<file path="config.mk">
export PLATFORM = sky130hd
export DESIGN_NAME = irq_halt_arbiter
export DESIGN_NICKNAME = d
export VERILOG_FILES = /design/src/rtl/irqarb_pkg.sv /design/src/rtl/irqarb_nmi_gate.sv /design/src/rtl/irqarb_select.sv /design/src/rtl/irqarb_vector.sv /design/src/rtl/irqarb_flags.sv /design/src/rtl/irq_halt_arbiter.sv
export SDC_FILE = /design/constraint.sdc
export NUM_CORES = 1
export LEC_CHECK = 0
export BUFFER_PORTS_ARGS = -buffer_cell sky130_fd_sc_hd__clkbuf_2
export CORE_UTILIZATION = 48
export CTS_BUF_LIST = sky130_fd_sc_hd__clkbuf_4 sky130_fd_sc_hd__clkbuf_8
export CTS_CLUSTER_DIAMETER = 40
export DETAILED_ROUTE_END_ITERATION = 6
export GPL_ROUTABILITY_DRIVEN = 0
export MAX_ROUTING_LAYER = met4
export PLACE_DENSITY_LB_ADDON = 0.25
export SLEW_MARGIN = 30
export SYNTH_ARGS = -nofsm -noshare
export SYNTH_HDL_FRONTEND = slang
export SYNTH_SLANG_ARGS = --single-unit
</file>
<file path="constraint.sdc">
create_clock -name clk -period 3.6 [get_ports clk]
set_input_delay 0.18 -clock clk [delete_from_list [all_inputs] [get_ports clk]]
set_output_delay 0.18 -clock clk [all_outputs]
set_load 0.02 [all_outputs]
</file>
<file path="src/rtl/irqarb_pkg.sv">
package irqarb_pkg;

  typedef enum logic [2:0] {
    ACT_NEXT   = 3'd0,
    ACT_HALT   = 3'd1,
    ACT_NMI    = 3'd2,
    ACT_FIRQ   = 3'd3,
    ACT_IRQ    = 3'd4,
    ACT_RESUME = 3'd5,
    ACT_WAIT   = 3'd6,
    ACT_DECODE = 3'd7
  } arb_act_e;

  localparam logic [2:0] VC_RESET = 3'b111;
  localparam logic [2:0] VC_NMI   = 3'b110;
  localparam logic [2:0] VC_SWI1  = 3'b101;
  localparam logic [2:0] VC_IRQ   = 3'b100;
  localparam logic [2:0] VC_FIRQ  = 3'b011;
  localparam logic [2:0] VC_SWI2  = 3'b010;
  localparam logic [2:0] VC_SWI3  = 3'b001;

  function automatic logic act_is_take(input arb_act_e a);
    return (a == ACT_NMI) || (a == ACT_FIRQ) || (a == ACT_IRQ);
  endfunction

  function automatic logic [2:0] act_to_code(input arb_act_e a);
    case (a)
      ACT_NMI:  return VC_NMI;
      ACT_FIRQ: return VC_FIRQ;
      default:  return VC_IRQ;
    endcase
  endfunction

endpackage

</file>
<file path="src/rtl/irqarb_nmi_gate.sv">
module irqarb_nmi_gate (
  input  logic clk,
  input  logic rst,
  input  logic hold,
  input  logic nmi_in,
  input  logic sp_full_load,
  input  logic sp_lo_pull,
  input  logic mask_step,
  output logic pending
);
  logic enable_q, req_q, ack_q;

  // enable flag: opened by stack pointer writes
  always_ff @(posedge clk) begin
    if (rst) enable_q <= 1'b0;
    else if (!hold && (sp_full_load || sp_lo_pull)) enable_q <= 1'b1;
  end

  // request latch: set on a high input, cleared only after ack and a low input
  always_ff @(posedge clk) begin
    if (rst) req_q <= 1'b0;
    else if (!hold) begin
      if (nmi_in && !ack_q && enable_q) req_q <= 1'b1;
      else if (!nmi_in && ack_q)        req_q <= 1'b0;
    end
  end

  // acknowledge: taken at the masking step, released once the request drops
  always_ff @(posedge clk) begin
    if (rst) ack_q <= 1'b0;
    else if (!hold) begin
      if (req_q && !ack_q && mask_step) ack_q <= 1'b1;
      else if (!req_q && ack_q)         ack_q <= 1'b0;
    end
  end

  assign pending = req_q && !ack_q;
endmodule

</file>
<file path="src/rtl/irqarb_select.sv">
module irqarb_select
  import irqarb_pkg::*;
#(
  parameter int FLAG_W = 8,
  parameter int FBIT   = 6,
  parameter int IBIT   = 4
) (
  input  logic              halted,
  input  logic              insn_last,
  input  logic              sync_wait,
  input  logic              halt_req,
  input  logic              nmi_pending,
  input  logic              firq_in,
  input  logic              irq_in,
  input  logic [FLAG_W-1:0] flags,
  output arb_act_e          act
);
  logic eval, firq_ok, irq_ok, any_lvl;

  assign eval    = insn_last || sync_wait;
  assign firq_ok = firq_in && !flags[FBIT];
  assign irq_ok  = irq_in && !flags[IBIT];
  assign any_lvl = firq_in || irq_in;

  always_comb begin
    act = ACT_NEXT;
    if (halted)            act = halt_req ? ACT_WAIT : ACT_DECODE;
    else if (!eval)        act = ACT_NEXT;
    else if (halt_req)     act = ACT_HALT;
    else if (nmi_pending)  act = ACT_NMI;
    else if (firq_ok)      act = ACT_FIRQ;
    else if (irq_ok)       act = ACT_IRQ;
    else if (sync_wait)    act = any_lvl ? ACT_RESUME : ACT_WAIT;
    else                   act = ACT_NEXT;
  end
endmodule

</file>
<file path="src/rtl/irqarb_vector.sv">
module irqarb_vector
  import irqarb_pkg::*;
#(
  parameter int          ADDR_W   = 16,
  parameter logic [15:0] VEC_BASE = 16'hFFF0
) (
  input  logic              clk,
  input  logic              rst,
  input  logic              hold,
  input  arb_act_e          act,
  input  logic              swi_req,
  input  logic [1:0]        swi_kind,
  output logic [2:0]        code,
  output logic [ADDR_W-1:0] addr
);
  localparam int OFS_W = 4;
  logic [2:0] code_q;

  always_ff @(posedge clk) begin
    if (rst) code_q <= VC_RESET;
    else if (!hold) begin
      if (act_is_take(act)) code_q <= act_to_code(act);
      else if (swi_req) begin
        case (swi_kind)
          2'd1:    code_q <= VC_SWI1;
          2'd2:    code_q <= VC_SWI2;
          2'd3:    code_q <= VC_SWI3;
          default: code_q <= code_q;
        endcase
      end
    end
  end

  assign code = code_q;
  assign addr = ADDR_W'(VEC_BASE) + ADDR_W'({{(OFS_W-3){1'b0}}, code_q, 1'b0});
endmodule

</file>
<file path="src/rtl/irqarb_flags.sv">
module irqarb_flags #(
  parameter int              FLAG_W   = 8,
  parameter logic [FLAG_W-1:0] FLAG_RST = 8'hD0
) (
  input  logic              clk,
  input  logic              rst,
  input  logic              hold,
  input  logic              load,
  input  logic [FLAG_W-1:0] wdata,
  output logic [FLAG_W-1:0] q
);
  always_ff @(posedge clk) begin
    if (rst)               q <= FLAG_RST;
    else if (!hold && load) q <= wdata;
  end
endmodule

</file>
<file path="src/rtl/irq_halt_arbiter.sv">
module irq_halt_arbiter
  import irqarb_pkg::*;
#(
  parameter int ADDR_W = 16,
  parameter int FLAG_W = 8
) (
  input  logic              clk,
  input  logic              rst,
  input  logic              hold,
  input  logic              insn_last,
  input  logic              sync_wait,
  input  logic              halt_req,
  input  logic              nmi_in,
  input  logic              firq_in,
  input  logic              irq_in,
  input  logic              sp_full_load,
  input  logic              sp_lo_pull,
  input  logic              nmi_mask_step,
  input  logic              swi_req,
  input  logic [1:0]        swi_kind,
  input  logic              flags_load,
  input  logic [FLAG_W-1:0] flags_wdata,
  input  logic              vec_fetch,
  output logic [2:0]        act,
  output logic [2:0]        vec_code,
  output logic [ADDR_W-1:0] vec_addr,
  output logic [FLAG_W-1:0] flags_q,
  output logic              nmi_pending,
  output logic              halted,
  output logic              bus_avail,
  output logic              bus_status
);
  arb_act_e act_w;
  logic     halted_q;

  irqarb_flags #(.FLAG_W(FLAG_W), .FLAG_RST(FLAG_W'(8'hD0))) u_flags (
    .clk(clk), .rst(rst), .hold(hold), .load(flags_load),
    .wdata(flags_wdata), .q(flags_q)
  );

  irqarb_nmi_gate u_nmi (
    .clk(clk), .rst(rst), .hold(hold), .nmi_in(nmi_in),
    .sp_full_load(sp_full_load), .sp_lo_pull(sp_lo_pull),
    .mask_step(nmi_mask_step), .pending(nmi_pending)
  );

  irqarb_select #(.FLAG_W(FLAG_W), .FBIT(6), .IBIT(4)) u_sel (
    .halted(halted_q), .insn_last(insn_last), .sync_wait(sync_wait),
    .halt_req(halt_req), .nmi_pending(nmi_pending), .firq_in(firq_in),
    .irq_in(irq_in), .flags(flags_q), .act(act_w)
  );

  irqarb_vector #(.ADDR_W(ADDR_W), .VEC_BASE(16'hFFF0)) u_vec (
    .clk(clk), .rst(rst), .hold(hold), .act(act_w), .swi_req(swi_req),
    .swi_kind(swi_kind), .code(vec_code), .addr(vec_addr)
  );

  always_ff @(posedge clk) begin
    if (rst) halted_q <= 1'b0;
    else if (!hold) begin
      if (act_w == ACT_HALT)        halted_q <= 1'b1;
      else if (act_w == ACT_DECODE) halted_q <= 1'b0;
    end
  end

  assign act        = act_w;
  assign halted     = halted_q;
  assign bus_avail  = halted_q || sync_wait;
  assign bus_status = halted_q || vec_fetch;
endmodule

</file>
==> results of run 1 <==
[cell families (layout without fill, tap and decap cells)]
logic type | count (synthesis) | count (layout)
AOI/OAI and AO/OA | 35 | 35
adders and majority gates | 3 | 3
buffers and inverters | 29 | 58
DFF | 15 | 15
muxes | 1 | 1
other | 2 | 13
and+or+nand+nor | 43 | 43
[flip-flops by register name, summed over array words and instances (netlist names)]
register        count
u_flags.q           8
u_nmi.req_q         1
halted              1
u_nmi.enable_q      1
u_nmi.ack_q         1
u_vec.code          3
[power by group through the flow]
stage | combinational (uW) | clock [uW] | sequential, uW
final | 143 | 102 | 187
after floorplan | 103 | 0 | 201
after global routing | 157 | 115 | 189
after global placement | 140 | 0 | 190
after detailed placement | 143 | 0 | 191
after CTS | 143 | 107 | 187
[final cells by class]
type / count / area, sq um
Fill cell: 185 / 768
Inverter: 9 / 33.8
Tap cell: 27 / 33.8
Clock buffer: 4 / 30.0
Multi-Input combinational cell: 95 / 551
Timing Repair Buffer: 45 / 225
Sequential cell: 15 / 300
[per-layer routing]
| layer | vias up | share of wire, % | global-route usage (%) |
|---|---|---|---|
| li1 | 487 | - | - |
| met4 | 0 | 0.64 | 10.3 |
| met1 | 449 | 45 | 26.0 |
| met3 | 2 | 5.3 | 3.85 |
| met2 | 40 | 49 | 29.3 |
| met5 | - | 0 | - |
[worst max-delay path, cell delays in order (launching register included)]
cell and delay [ns]:
dfxtp_1 0.35, nor2b_4 0.15, nand2b_1 0.18, o31ai_1 0.29, clkbuf_2 0.22
[through the flow]
stage          hold slack, ns  area [sq um]  total power (uW)  worst slack [ns]
2_1_floorplan           0.259          1020               303              1.90
3_3_place_gp            0.384          1140               330              2.07
3_5_place_dp            0.391          1140               334              2.01
4_1_cts                0.0970          1170               438              1.95
5_1_grt                0.0873          1170               462              1.83
6_report                0.103          1170               432              1.96
[cell usage in the layout, fill, tap and decap left out, drive strengths merged, types with 2 or more instances in the layout]
master  Yosys  routed
a21oi      10      10
a31oi       2       2
clkbuf      2      49
conb        2      13
dfxtp      15      15
ha          3       3
inv         9       9
nand2      17      17
nand2b      2       2
nand3b      2       2
nor2       10      10
nor2b       3       3
nor3        2       2
o21ai       7       7
o221ai      2       2
o22ai       2       2
or2         3       3
[worst max path at each step]
stage                 start             to  slack, ns
2_1_floorplan  u_flags.q[6]         halted       1.90
4_1_cts         u_nmi.ack_q         act[2]       1.95
3_5_place_dp    swi_kind[0]  u_vec.code[2]       2.01
6_report        u_nmi.req_q         act[2]       1.96
5_1_grt              halted  u_vec.code[0]       1.83
3_3_place_gp         halted  u_vec.code[0]       2.07
==> out/qor.yml, run 1 <==
status:
  status: "finished, violations left"
  violations: "DRC"
min_path:
  hold_path.startpoint: "flags_wdata[4]"
  worstHoldEndpoint: "u_flags.q[4]"
  holdPathStages: 2
  min_path_type: "in -> reg"
yosys:
  yosys.area_share.xor_xnor_pct: 0
  syn_inst: 128
  ys_warn_count: 0
  yosys-top-cells-area: "dfxtp_1 31%, buf_4 13%, nand2_1 6.1%"
  syn_area_per_cell_sq_um: 7.68
  synth_top_family_by_area: "compound AO/OA/AOI/OAI gates"
  post-synth-top-count-cell: "buf_4"
  yosysTopAreaCellShare_pct: 30.5
  synth_edf_count: 0
  synth_area_sq_um: 983
  yosys-top-cells-count: "17 x buf_4, 16 x nand2_1, 15 x dfxtp_1"
  ys_ff_latch: 15
  synth-simple-area-share_pct: 21.9
  synth_compound_area_share_pct: 24.3
  ys_types: 38
  synth_fa_ha_area_share_pct: 3.82
  async_flop_share_pct: 0
  ys_seq_area_share_pct: 30.5
  yosysTopAreaCell: "dfxtp_1"
  synth.area.mux_share_pct: 1.02
  synth-main-ff-cell: "dfxtp_1"
power_and_ir_drop:
  leakagePower_uw: 0.000603
  seqPwrFrac_pct: 43.3
  power_density_nw_per_um2: 368
  clkPwrFrac_pct: 23.6
  combPwrFrac_pct: 33.1
  internal_power_uw: 281
  switching_share_pct: 35.0
  p_sw_uw: 151
  max-vdd-ir-drop_mv: 0.235
timing:
  worst_pin_slew_ns: 0.597
  max_freq_mhz: 608
  slew_headroom_pct: 60.1
  hold_violations: 0
  finClkSkew_ns: 0.00282
  fin_crit_sh_pct: 45.7
  rsz0062_at_grt: "false"
  slew_violations: 0
  fin_tns_setup_ns: 0
  layout_min_cycle_time_ns: 1.64
  setup-violations-final: 0
global_routing:
  antenna_found_initial: 0
  track_usage_pct: 20.1
  grt_max_degree: 16
  grt_pass1_vias: 731
  grt-ovfl-total: 0
  grt_pass1_wl_um: 3000
clock_network:
  cts_root_buffer: "clkbuf_4"
  ctsHoldBuffers: 0
  max-clock-path-buffers: 2
  clk_pin_slew_worst_paths_ns: 0.09
  cts-resized-gates: 0
  cts_buffers: 3
  clock-sinks: 15
  cts_tree: "done"
  htree_levels: 1
  postCtsSetupBuffers: 0
  clk_latency_ns: 0.28
routing:
  avgRoutedWirePerCell_um: 10.5
  num_vias: 978
  finalWirelength_um: 2040
  ant_nets: 0
  dr.pass1.iters: 6
  drt_iter0_drc: 11
  viasPerCell: 5.02
  drc_errors: 1
setup_path:
  reg2reg_depth: 5
  worstReg2RegEnd: "u_vec.code[0]"
  arrival_ns: 1.46
  critPathCaptureType: "output pin"
  critPathLaunchType: "flip-flop"
  cp_max_fo: 5
  critPathRequiredTime_ns: 3.42
  r2r-start: "halted"
  r2r_slack_ns: 1.99
  critical_path_class: "reg -> out"
place:
  place_inst: 191
  io_buffer_count: 45
  dp_hpwl_um: 1660
finish:
  stdcell_count: 195
  area_growth_pct: 19.3
  utilization_pct: 60.4
  drive_gt1_share_pct: 35.1
  nets: 197
  antenna_cells: 0
die:
  row_count: 16
  io_pins: 59
  die_w_um: 47.3
  coreArea_sq_um: 1940
  die_area_sq_um: 2230
  start_util_pct: 50.6
  die_y_um: 47.3
job:
  cap_violations: 0
(Power assumes the default switching activity.)
==> inputs of run 2 (changes only) <==
Settings changed: CORE_UTILIZATION 48 to 40.
Clock period 3.6 ns to 1.5 ns, I/O delays scaled along.
==> run 2 against run 1 <==
  * The run now ends clean
  * Setup slack got worse by 1.9 ns
  * Design area increased by 13%
  * Core utilization decreased by 1.8 points
  * First-iteration DRC count increased by 110%
  * Combinational power increased to 3.0 times the previous value
  * Register-to-register slack got worse by 2.0 ns
  * Die area increased by 19%
  * Flip-flop and latch count unchanged
  * Sequential power increased by 140%
  * Critical endpoint is now halted
==> out/qor.yml, run 2 (synthesis results as in run 1) <==
timing:
  finClkSkew_ns: 0.00718  # was 0.00282 ns
  fin_tns_setup_ns: 0  # unchanged
  hold_violations: 0  # unchanged
  slew_violations: 0  # unchanged
  setup-violations-final: 0  # unchanged
  whs_ns: 0.0106  # was 0.103 ns
  layout_min_cycle_time_ns: 1.47
  rsz0062_at_grt: "true"  # was false
  max_freq_mhz: 681
  fin_crit_sh_pct: 97.9
clock_network:
  clk_pin_slew_worst_paths_ns: 0.09  # about the same
  cts_buffers: 3  # unchanged
  htree_levels: 1  # unchanged
  clk_latency_ns: 0.28  # about the same
  clock-sinks: 15  # unchanged
  ctsHoldBuffers: 0  # unchanged
  cts_tree: "done"  # unchanged
  max-clock-path-buffers: 2  # unchanged
  cts_root_buffer: "clkbuf_4"  # unchanged
place:
  io_buffer_count: 45  # unchanged
  dp_hpwl_um: 1780  # was 1660 um
global_routing:
  grt-ovfl-total: 0  # unchanged
  grt_max_degree: 16  # unchanged
  grt_pass1_vias: 852  # was 731
  grt_pass1_wl_um: 3490  # was 3000 um
  antenna_found_initial: 0  # unchanged
  track_usage_pct: 17.6  # was 20.1%
power_and_ir_drop:
  power_density_nw_per_um2: 846  # was 368 nW/um^2
  clkPwrFrac_pct: 22.0  # was 23.6%
  p_sw_uw: 394  # was 151 uW
  leakagePower_uw: 0.000681  # was 0.000603 uW
  internal_power_uw: 725  # was 281 uW
  switching_share_pct: 35.2  # was 35.0%
  seqPwrFrac_pct: 40.1  # was 43.3%
  total_power_uw: 1120  # was 432 uW
  combPwrFrac_pct: 37.9  # was 33.1%
  max-vdd-ir-drop_mv: 0.595  # was 0.235 mV
routing:
  drc_errors: 0  # was 1
  num_vias: 1028  # was 978
  drt_iter0_drc: 23  # was 11
  ant_nets: 0  # unchanged
  wl_met3_um: 191  # was 108 um
  dr.pass1.iters: 4  # was 6
  viasPerCell: 4.97  # was 5.02
  highest_layer: "met4"  # unchanged
  m1WireLength_um: 1040  # was 927 um
  avgRoutedWirePerCell_um: 11.7  # was 10.5 um
  finalWirelength_um: 2420  # was 2040 um
  wl_met2_um: 1170  # was 990 um
setup_path:
  critPathRequiredTime_ns: 1.71  # was 3.42 ns
  path_buf_inv: 0  # was 1
  crit_start: "halted"  # was u_nmi.req_q
  worstReg2RegEnd: "halted"  # was u_vec.code[0]
  cp_cell_sequence: "o21bai_1 > o22ai_1 > nand2_2 > or4_1 > a21oi_1"  # was nor2b_4 > nand2b_1 > o31ai_1 > clkbuf_2
  r2r_slack_ns: 0.03  # was 1.99 ns
  r2r-start: "halted"  # unchanged
  cp_slowest_cell: "or4_1"  # was dfxtp_1
  cp_slowest_stage_delay_ns: 0.47  # was 0.35 ns
  critPathLaunchType: "flip-flop"  # unchanged
  crit_cells: 5  # was 4
  arrival_ns: 1.68  # was 1.46 ns
  reg2reg_depth: 5  # unchanged
  cp_max_fo: 5  # unchanged
  critPathCaptureType: "flip-flop"  # was output pin
  crit_family: "simple AND/OR/NAND/NOR gates"  # was flip-flops
  setup.worst_path.end: "halted"  # was act[2]
  critical_path_class: "reg -> reg"  # was reg -> out
finish:
  drive_gt1_share_pct: 46.4  # was 35.1%
  final_cell_mix: "45 x clkbuf_2, 16 x nand2_1, 13 x conb_1"  # was 45 x clkbuf_2, 16 x nand2_1, 15 x dfxtp_1
  utilization_pct: 58.7  # was 60.4%
  largest_reg_flops: 8  # unchanged
  antenna_cells: 0  # unchanged
  fillerInstances: 224  # was 185
  area_growth_pct: 34.5  # was 19.3%
  top_register: "u_flags.q"  # unchanged
  final_common_cell: "clkbuf_2"  # unchanged
  nets: 208  # was 197
job:
  cap_violations: 0  # unchanged
die:
  row_count: 17  # was 16
  die_y_um: 51.6  # was 47.3 um
  coreArea_sq_um: 2250  # was 1940 sq um
  die_w_um: 51.6  # was 47.3 um
  start_util_pct: 43.6  # was 50.6%
  die_area_sq_um: 2660  # was 2230 sq um
  io_pins: 59  # unchanged
status:
  status: "completed"  # was finished, violations left
min_path:
  min_path_type: "in -> reg"  # unchanged
==> run 2: cell count changes in the layout (fill, tap and decap cells not counted), sizes merged <==
cell / previous run / this run
buf: 0 / 11
==> run 2: power by group through the flow <==
| stage | Combinational, uW | Clock (uW) | Sequential [uW] |
|---|---|---|---|
| floorplan | 249 | 0 | 483 |
| global placement | 360 | 0 | 455 |
| detailed placement | 369 | 0 | 456 |
| CTS | 375 | 253 | 448 |
| global route | 462 | 265 | 453 |
| finish | 424 | 246 | 449 |
==> run 2: worst min path at each step <==
stage,start,to,cells past startpoint
after floorplan,rst,u_nmi.ack_q,1
after global placement,flags_wdata[4],u_flags.q[4],2
after detailed placement,flags_wdata[4],u_flags.q[4],2
after CTS,flags_wdata[4],u_flags.q[4],2
after global routing,flags_wdata[2],u_flags.q[2],3
final,flags_wdata[0],u_flags.q[0],3
==> run 2: what timing repair did <==
action | in CTS | in global routing
setup buffers | 0 | 5
pin swaps | 1 | 6
endpoints found under the setup margin | 6 | 6
resized for setup | 6 | 10
==> run 2: worst min-delay path, cell delays in order <==
cell and delay (ns):
clkbuf_2 0.08, nand2_1 0.04, a21oi_1 0.05
==> run 2: layer usage <==
metal / vias up / global-route usage (%)
met5: - / -
met4: 0 / 9.01
met3: 4 / 2.05
met2: 51 / 29.2
met1: 460 / 20.9
li1: 513 / -
==> run 2: through the flow <==
step / instances / area, sq um / setup WS, ns
after floorplan: 139 / 1030 / -0.00761
after global placement: 198 / 1200 / -0.0357
after detailed placement: 198 / 1200 / -0.0737
after CTS: 202 / 1240 / 0.00179
after global routing: 207 / 1320 / -0.0215
final: 207 / 1320 / 0.0316
==> run 2: area by class of cell <==
type                       count  area, sq um  area share [%]
multi-input combinational     95          608            46.0
sequential                    15          308            23.3
timing repair buffer          56          308            23.3
tap                           28         35.0            2.65
inverter                       9         33.8            2.55
clock buffer                   4         30.0            2.27
